### config.mk
export PLATFORM = sky130hd
export DESIGN_NAME = aead_outfmt
export DESIGN_NICKNAME = d
export VERILOG_FILES = /design/src/rtl/aead_outfmt_pkg.sv /design/src/rtl/aead_outfmt_mask.sv /design/src/rtl/aead_outfmt_piso.sv /design/src/rtl/aead_outfmt_fifo.sv /design/src/rtl/aead_outfmt.sv
export SDC_FILE = /design/constraint.sdc
export NUM_CORES = 1
export LEC_CHECK = 0
export ABC_AREA = 1
export CAP_MARGIN = 20
export CORE_MARGIN = 4
export CORE_UTILIZATION = 25
export CTS_CLUSTER_DIAMETER = 200
export CTS_CLUSTER_SIZE = 12
export DETAILED_ROUTE_END_ITERATION = 8
export GPL_TIMING_DRIVEN = 0
export PLACE_DENSITY_LB_ADDON = 0.1
export SKIP_CTS_REPAIR_TIMING = 1
export SYNTH_ARGS = -nofsm -noshare
export SYNTH_HDL_FRONTEND = slang
export SYNTH_SLANG_ARGS = --single-unit
export TNS_END_PERCENT = 20
### constraint.sdc
create_clock -name clk -period 3.75 [get_ports clk]
set_clock_uncertainty 0.1 [all_clocks]
set_input_delay 0.5625 -clock clk [delete_from_list [all_inputs] [get_ports clk]]
set_output_delay 0.5625 -clock clk [all_outputs]
set_load 0.02 [all_outputs]
### src/rtl/aead_outfmt_pkg.sv
package aead_outfmt_pkg;

    typedef enum logic [3:0] {
        S_IDLE,
        S_BP_HDR,
        S_BP_DATA,
        S_SEG_HDR,
        S_DATA,
        S_TAG_HDR,
        S_TAG,
        S_AUTH,
        S_PT_HDR,
        S_DRAIN,
        S_FLUSH,
        S_STATUS
    } fmt_state_e;

    localparam logic [3:0] TY_CIPHER = 4'h5;
    localparam logic [3:0] TY_PLAIN  = 4'h4;
    localparam logic [3:0] TY_TAG    = 4'h8;
    localparam logic [3:0] TY_STATUS = 4'hE;

endpackage

### src/rtl/aead_outfmt_mask.sv
module aead_outfmt_mask #(
    parameter int BLKW = 128,
    localparam int NB  = BLKW / 8,
    localparam int BBW = $clog2(NB + 1)
) (
    input  logic [BLKW-1:0] raw,
    input  logic [BBW-1:0]  keep,
    output logic [BLKW-1:0] clean
);
    for (genvar i = 0; i < NB; i++) begin : g_byte
        localparam logic [BBW-1:0] IDX = BBW'(i);
        assign clean[BLKW-1-8*i -: 8] = (IDX < keep) ? raw[BLKW-1-8*i -: 8] : 8'h00;
    end
endmodule

### src/rtl/aead_outfmt_piso.sv
module aead_outfmt_piso #(
    parameter int BLKW = 128,
    parameter int W    = 32,
    localparam int WPB = BLKW / W,
    localparam int CW  = $clog2(WPB + 1)
) (
    input  logic            clk,
    input  logic            rst_n,
    input  logic            load,
    input  logic [BLKW-1:0] load_data,
    input  logic [CW-1:0]   load_words,
    input  logic            adv,
    output logic            out_valid,
    output logic [W-1:0]    out_word,
    output logic [CW-1:0]   left
);
    logic [BLKW-1:0] sr_q;
    logic [CW-1:0]   cnt_q;

    always_ff @(posedge clk) begin
        if (!rst_n) begin
            sr_q  <= '0;
            cnt_q <= '0;
        end else if (load) begin
            sr_q  <= load_data;
            cnt_q <= load_words;
        end else if (adv && cnt_q != '0) begin
            sr_q  <= sr_q << W;
            cnt_q <= cnt_q - 1'b1;
        end
    end

    assign out_valid = (cnt_q != '0);
    assign out_word  = sr_q[BLKW-1 -: W];
    assign left      = cnt_q;
endmodule

### src/rtl/aead_outfmt_fifo.sv
module aead_outfmt_fifo #(
    parameter int W     = 32,
    parameter int DEPTH = 16,
    localparam int AW   = $clog2(DEPTH)
) (
    input  logic         clk,
    input  logic         rst_n,
    input  logic         clr,
    input  logic         wr,
    input  logic [W-1:0] wdata,
    input  logic         rd,
    output logic [W-1:0] rdata,
    output logic         empty,
    output logic         full,
    output logic [AW:0]  count
);
    logic [W-1:0] mem [DEPTH];
    logic [AW:0]  wp_q, rp_q;

    always_ff @(posedge clk) begin
        if (!rst_n || clr) begin
            wp_q <= '0;
            rp_q <= '0;
        end else begin
            if (wr && !full)  wp_q <= wp_q + 1'b1;
            if (rd && !empty) rp_q <= rp_q + 1'b1;
        end
    end

    always_ff @(posedge clk) begin
        if (wr && !full) mem[wp_q[AW-1:0]] <= wdata;
    end

    assign rdata = mem[rp_q[AW-1:0]];
    assign empty = (wp_q == rp_q);
    assign full  = (wp_q[AW] != rp_q[AW]) && (wp_q[AW-1:0] == rp_q[AW-1:0]);
    assign count = wp_q - rp_q;
endmodule

### src/rtl/aead_outfmt.sv
module aead_outfmt
    import aead_outfmt_pkg::*;
#(
    parameter int W         = 32,
    parameter int BLKW      = 128,
    parameter int TAGW      = 128,
    parameter int AUX_DEPTH = 16,
    parameter int LENW      = 16,
    localparam int BPW      = W / 8,
    localparam int BPB      = BLKW / 8,
    localparam int WPB      = BLKW / W,
    localparam int TAG_B    = TAGW / 8,
    localparam int TAG_WDS  = TAGW / W,
    localparam int BBW      = $clog2(BPB + 1),
    localparam int CW       = $clog2(WPB + 1),
    localparam int AW       = $clog2(AUX_DEPTH)
) (
    input  logic            clk,
    input  logic            rst_n,
    input  logic            cmd_valid,
    output logic            cmd_ready,
    input  logic            cmd_decrypt,
    input  logic [LENW-1:0] cmd_len,
    input  logic [W-1:0]    byp_data,
    input  logic            byp_valid,
    output logic            byp_ready,
    input  logic [BLKW-1:0] blk_data,
    input  logic [BBW-1:0]  blk_bytes,
    input  logic            blk_valid,
    output logic            blk_ready,
    input  logic [TAGW-1:0] tag_data,
    input  logic            tag_valid,
    output logic            tag_ready,
    input  logic            auth_valid,
    input  logic            auth_pass,
    output logic            auth_ready,
    output logic [W-1:0]    do_data,
    output logic            do_valid,
    input  logic            do_ready
);

    function automatic logic [W-1:0] seg_word(input logic [3:0] ty, input logic [LENW-1:0] n);
        logic [W-1:0] r;
        r = '0;
        r[W-1 -: 4]   = ty;
        r[LENW-1:0]   = n;
        return r;
    endfunction

    function automatic logic [W-1:0] stat_word(input logic bad);
        logic [W-1:0] r;
        r = '0;
        r[W-1 -: 4] = TY_STATUS;
        r[0]        = bad;
        return r;
    endfunction

    function automatic logic [LENW-1:0] words_of(input logic [LENW-1:0] n);
        return LENW'((int'(n) + BPW - 1) / BPW);
    endfunction

    fmt_state_e      st_q, st_nx;
    logic            dec_q, fail_q, tag_ld_q;
    logic [LENW-1:0] len_q, remain_q, bcnt_q;

    // serializer and buffer wiring
    logic            piso_load, piso_adv, piso_valid;
    logic [W-1:0]    piso_word;
    logic [CW-1:0]   piso_cnt, load_words;
    logic [BLKW-1:0] mask_in, mask_out, tag_pad;
    logic [BBW-1:0]  mask_keep;
    logic            aux_wr, aux_rd, aux_clr, aux_empty, aux_full;
    logic [W-1:0]    aux_rdata;
    logic [AW:0]     aux_cnt;
    fmt_state_e      after_bp;

    assign tag_pad   = BLKW'(tag_data) << (BLKW - TAGW);
    assign mask_in   = (st_q == S_TAG) ? tag_pad : blk_data;
    assign mask_keep = (st_q == S_TAG) ? BBW'(TAG_B) : blk_bytes;
    assign load_words = (st_q == S_TAG) ? CW'(TAG_WDS)
                                        : CW'((int'(blk_bytes) + BPW - 1) / BPW);
    assign after_bp  = dec_q ? S_DATA : S_SEG_HDR;

    aead_outfmt_mask #(.BLKW(BLKW)) u_mask (
        .raw   (mask_in),
        .keep  (mask_keep),
        .clean (mask_out)
    );

    aead_outfmt_piso #(.BLKW(BLKW), .W(W)) u_piso (
        .clk        (clk),
        .rst_n      (rst_n),
        .load       (piso_load),
        .load_data  (mask_out),
        .load_words (load_words),
        .adv        (piso_adv),
        .out_valid  (piso_valid),
        .out_word   (piso_word),
        .left       (piso_cnt)
    );

    aead_outfmt_fifo #(.W(W), .DEPTH(AUX_DEPTH)) u_aux (
        .clk   (clk),
        .rst_n (rst_n),
        .clr   (aux_clr),
        .wr    (aux_wr),
        .wdata (piso_word),
        .rd    (aux_rd),
        .rdata (aux_rdata),
        .empty (aux_empty),
        .full  (aux_full),
        .count (aux_cnt)
    );

    // next state
    always_comb begin
        st_nx = st_q;
        unique case (st_q)
            S_IDLE:    if (cmd_valid) st_nx = S_BP_HDR;
            S_BP_HDR:  if (byp_valid && do_ready)
                           st_nx = (words_of(byp_data[LENW-1:0]) != '0) ? S_BP_DATA : after_bp;
            S_BP_DATA: if (byp_valid && do_ready && bcnt_q == LENW'(1)) st_nx = after_bp;
            S_SEG_HDR: if (do_ready) st_nx = S_DATA;
            S_DATA:    if (remain_q == '0 && piso_cnt == '0)
                           st_nx = dec_q ? S_AUTH : S_TAG_HDR;
            S_TAG_HDR: if (do_ready) st_nx = S_TAG;
            S_TAG:     if (tag_ld_q && piso_cnt == '0) st_nx = S_STATUS;
            S_AUTH:    if (auth_valid) st_nx = auth_pass ? S_PT_HDR : S_FLUSH;
            S_PT_HDR:  if (do_ready) st_nx = S_DRAIN;
            S_DRAIN:   if (aux_empty) st_nx = S_STATUS;
            S_FLUSH:   st_nx = S_STATUS;
            S_STATUS:  if (do_ready) st_nx = S_IDLE;
            default:   st_nx = S_IDLE;
        endcase
    end

    // state register
    always_ff @(posedge clk) begin
        if (!rst_n) st_q <= S_IDLE;
        else        st_q <= st_nx;
    end

    // outputs
    always_comb begin
        cmd_ready  = 1'b0;
        byp_ready  = 1'b0;
        blk_ready  = 1'b0;
        tag_ready  = 1'b0;
        auth_ready = 1'b0;
        do_valid   = 1'b0;
        do_data    = '0;
        piso_load  = 1'b0;
        piso_adv   = 1'b0;
        aux_wr     = 1'b0;
        aux_rd     = 1'b0;
        aux_clr    = 1'b0;
        unique case (st_q)
            S_IDLE: cmd_ready = 1'b1;
            S_BP_HDR, S_BP_DATA: begin
                do_valid  = byp_valid;
                do_data   = byp_data;
                byp_ready = do_ready;
            end
            S_SEG_HDR: begin
                do_valid = 1'b1;
                do_data  = seg_word(TY_CIPHER, len_q);
            end
            S_DATA: begin
                blk_ready = (piso_cnt == '0) && (remain_q != '0);
                piso_load = blk_valid && blk_ready;
                if (dec_q) begin
                    aux_wr   = piso_valid && !aux_full;
                    piso_adv = aux_wr;
                end else begin
                    do_valid = piso_valid;
                    do_data  = piso_word;
                    piso_adv = piso_valid && do_ready;
                end
            end
            S_TAG_HDR: begin
                do_valid = 1'b1;
                do_data  = seg_word(TY_TAG, LENW'(TAG_B));
            end
            S_TAG: begin
                tag_ready = !tag_ld_q;
                piso_load = tag_valid && tag_ready;
                do_valid  = piso_valid;
                do_data   = piso_word;
                piso_adv  = piso_valid && do_ready;
            end
            S_AUTH: auth_ready = 1'b1;
            S_PT_HDR: begin
                do_valid = 1'b1;
                do_data  = seg_word(TY_PLAIN, len_q);
            end
            S_DRAIN: begin
                do_valid = !aux_empty;
                do_data  = aux_rdata;
                aux_rd   = do_valid && do_ready;
            end
            S_FLUSH: aux_clr = 1'b1;
            S_STATUS: begin
                do_valid = 1'b1;
                do_data  = stat_word(fail_q);
            end
            default: ;
        endcase
    end

    // message bookkeeping registers
    always_ff @(posedge clk) begin
        if (!rst_n) begin
            dec_q    <= 1'b0;
            fail_q   <= 1'b0;
            tag_ld_q <= 1'b0;
            len_q    <= '0;
            remain_q <= '0;
            bcnt_q   <= '0;
        end else begin
            if (st_q == S_IDLE && cmd_valid) begin
                dec_q    <= cmd_decrypt;
                len_q    <= cmd_len;
                remain_q <= cmd_len;
                fail_q   <= 1'b0;
                tag_ld_q <= 1'b0;
            end
            if (st_q == S_BP_HDR && byp_valid && do_ready)
                bcnt_q <= words_of(byp_data[LENW-1:0]);
            if (st_q == S_BP_DATA && byp_valid && do_ready)
                bcnt_q <= bcnt_q - 1'b1;
            if (st_q == S_DATA && piso_load) begin
                if (LENW'(blk_bytes) >= remain_q) remain_q <= '0;
                else                             remain_q <= remain_q - LENW'(blk_bytes);
            end
            if (st_q == S_TAG && piso_load) tag_ld_q <= 1'b1;
            if (st_q == S_AUTH && auth_valid) fail_q <= !auth_pass;
        end
    end

endmodule

==> flow_metrics.tcl <==
set metrics [dict create \
    power_mw 18.4 \
    clock_latency_ns 0.63 \
    numClockSinks 712 \
    hold_end "u_piso.sr_q[30]" \
    tightest_slew_ns 1.24 \
    finalSetupViolations 11 \
    reg2reg_from "u_piso.left[0]" \
    path_max_fanout 10 \
    r2r-end "u_aux.mem[1][24]" \
    fin_util_pct 31.8 \
    hold_viol 0 \
    worstSetupPathType "flop to output port" \
    placementRows 132 \
    fmax_mhz 255 \
    crit_required_ns 3.09 \
    synth_area_leaders "edfxtp_1 (47%), dfxtp_1 (12%), nand2_1 (11%)" \
    place.gp.congestion 0.834 \
    wl_per_cell_um 24.7 \
    die_area_um2 136000 \
    pwr-share-seq_pct 47.6 \
    grt_pass1_wl_mm 201 \
    core_um2 129000 \
    yosys.area.top_type "edfxtp_1" \
    routed_via_density 4.78 \
    synth_edf_count 512 \
    hpwl_mm 107 \
    slew_violations 0 \
    die_h_um 369 \
    grt-ovfl-total 0 \
    peakVddDrop_v 0.000341 \
    netlist.area_leader.share_pct 47.1 \
    dpl.cell_count 5718 \
    syn_area_um2 32600 \
    intPower_mw 13.2 \
    nets 4382 \
    rrSetupSlack_ns 0.62 \
    setup_ws_ns -0.174 \
    period_share_pct 105 \
    violations "negative setup slack" \
    synth_commonest_cells "nand2_1 (943), edfxtp_1 (512), nor2_1 (489)" \
    powerDensity_nw_per_um2 448 \
    clockBufferDepth 3 \
    synth-seq-cells 712 \
    drive_above_1_share_pct 8.70 \
    slew_headroom_pct 17.1 \
    setup.worst_path.end_class "output port" \
    ys_warn_count 0 \
    vias 27800 \
    holdPathStages 2 \
    netlist_instances 3602 \
    wirelength_mm 144 \
    antenna_found_initial 8 \
    cp_data_arrival_time_ns 3.26 \
    pwr-share-comb_pct 16.4 \
    io_pins 357 \
    io_buffers 354 \
    final_cells 5824 \
    grt_pass1_vias 27600 \
    leakagePower_nw 15.3 \
    die_w_um 369 \
    async_flop_share_pct 0 \
    avgSynthCellArea_um2 9.05 \
    post-route-min-period_ns 3.92 \
    rr_worst_depth 10 \
    syn-num-nets 3936 \
    p_sw_share_pct 28.4 \
    dr.pass1.iters 5 \
    drv_cap 0 \
    drt_iter0_drc 2183 \
    rsz0062_at_grt "true" \
    ant_nets 0 \
    grt_max_degree 23 \
    min_from "u_piso.sr_q[30]" \
    start_util_pct 25.2 \
    startpoint_type "flop" \
    p_clk_share_pct 36.0 \
    clk_pin_slew_ns 0.06 \
    syn2layout_area_growth_pct 26.2 \
    drc_errors 0 \
    switchingPower_mw 5.23 \
    status "complete, but fails checks" \
    grt_usage_pct 20.5 \
    synth_most_common_cell "nand2_1" \
    cts_tree "yes" \
    cts_buffers 69 \
    hold_path.class "flop to flop" \
    synth_cell_types 47 \
    htree_num_levels 3 \
    ys_seq_area_share_pct 59.4 \
    clockRootBuffer "clkbuf_16" \
    synth_flop_cell "edfxtp_1" \
]
flip-flops by register name (all words and copies together), names as in the netlist, named ones only:
register	cells
u_piso.sr_q	128
u_aux.mem	512
remain_q	16
tag_ld_q	1
u_aux.wp_q	5
fail_q	1
dec_q	1
u_piso.left	3
st_q	4
bcnt_q	16
u_aux.rp_q	5
len_q	16
placed cells by master, fill, tap and decap left out, types with 4 or more instances in the layout:
master	n
a211oi_1	4
a21oi_1	196
a31oi_1	10
buf_1	6
buf_12	17
buf_2	54
buf_4	36
buf_6	11
clkbuf_1	83
clkbuf_16	72
clkbuf_2	63
clkbuf_4	18
clkdlybuf4s50_1	328
dfxtp_1	197
dlymetal6s2s_1	11
edfxtp_1	512
ha_1	14
inv_1	133
inv_2	10
nand2_1	940
nand2_2	6
nand3_1	107
nand4_1	17
nor2_1	470
nor2_2	8
nor2_4	23
nor3_1	145
o2111ai_1	12
o211ai_1	32
o21ai_0	326
o21ai_1	17
o221ai_1	75
o22ai_1	52
xnor2_1	4
xor2_1	18
through the flow:
step	setup TNS (ns)	hold slack [ns]	area, µm²	worst slack, ns
6_report	-1.10	0.366	41200	-0.174
5_1_grt	-2.58	0.358	41200	-0.334
4_1_cts	-41.94	0.333	40800	-1.57
3_5_place_dp	-19.56	0.356	38900	-0.867
3_3_place_gp	-974.68	0.352	38300	-2.29
2_1_floorplan	0	0.339	32600	0.646
kinds of logic after synthesis:
group | count (synthesis) | synth area share [%]
buf+inv | 375 | 4.76
compound gates | 745 | 13.1
fa+ha+maj | 15 | 0.598
xor+xnor | 22 | 0.591
flops | 712 | 59.4
simple gates | 1733 | 21.5
worst max-delay path, cell delays in order (launching register included):
cell,delay [ns]
dfxtp_1,0.33
clkbuf_2,0.33
clkbuf_2,0.46
o221ai_1,0.22
o211ai_1,0.14
nand2_1,0.12
a22oi_2,0.36
nand2_1,0.09
clkdlybuf4s50_1,0.56
metal layers:
metal  wire, µm  global-route usage (%)
met1      61800                    26.2
met2      70100                    35.2
met3       8100                    3.95
met4       3760                    5.56
met5          0                       0
power groups by stage:
stage	combinational, mW	sequential, mW	clock [mW]
4_1_cts	3.07	8.78	6.83
6_report	3.02	8.78	6.63
5_1_grt	3.33	8.80	7.10
3_5_place_dp	3.06	8.95	0
2_1_floorplan	1.63	8.85	0
3_3_place_gp	3.06	8.95	0
worst max-delay path by stage:
stage	endpoint	slack, ns
2_1_floorplan	u_aux.mem[15][0]	0.65
3_3_place_gp	u_aux.mem[3][24]	-2.29
3_5_place_dp	do_data[8]	-0.87
4_1_cts	do_data[8]	-1.57
5_1_grt	do_data[23]	-0.33
6_report	do_data[20]	-0.17
area by class of cell:
type | instances | area, µm²
Timing Repair Buffer | 376 | 3940
Multi-Input combinational cell | 2515 | 11900
Clock inverter | 4 | 57.6
Inverter | 147 | 558
Antenna cell | 2 | 5.00
Tap cell | 1742 | 2180
Clock buffer | 99 | 1900
Fill cell | 13800 | 88300
Sequential cell | 712 | 19400
Buffer | 227 | 1240
No activity file was read; power rests on OpenSTA's default activity.
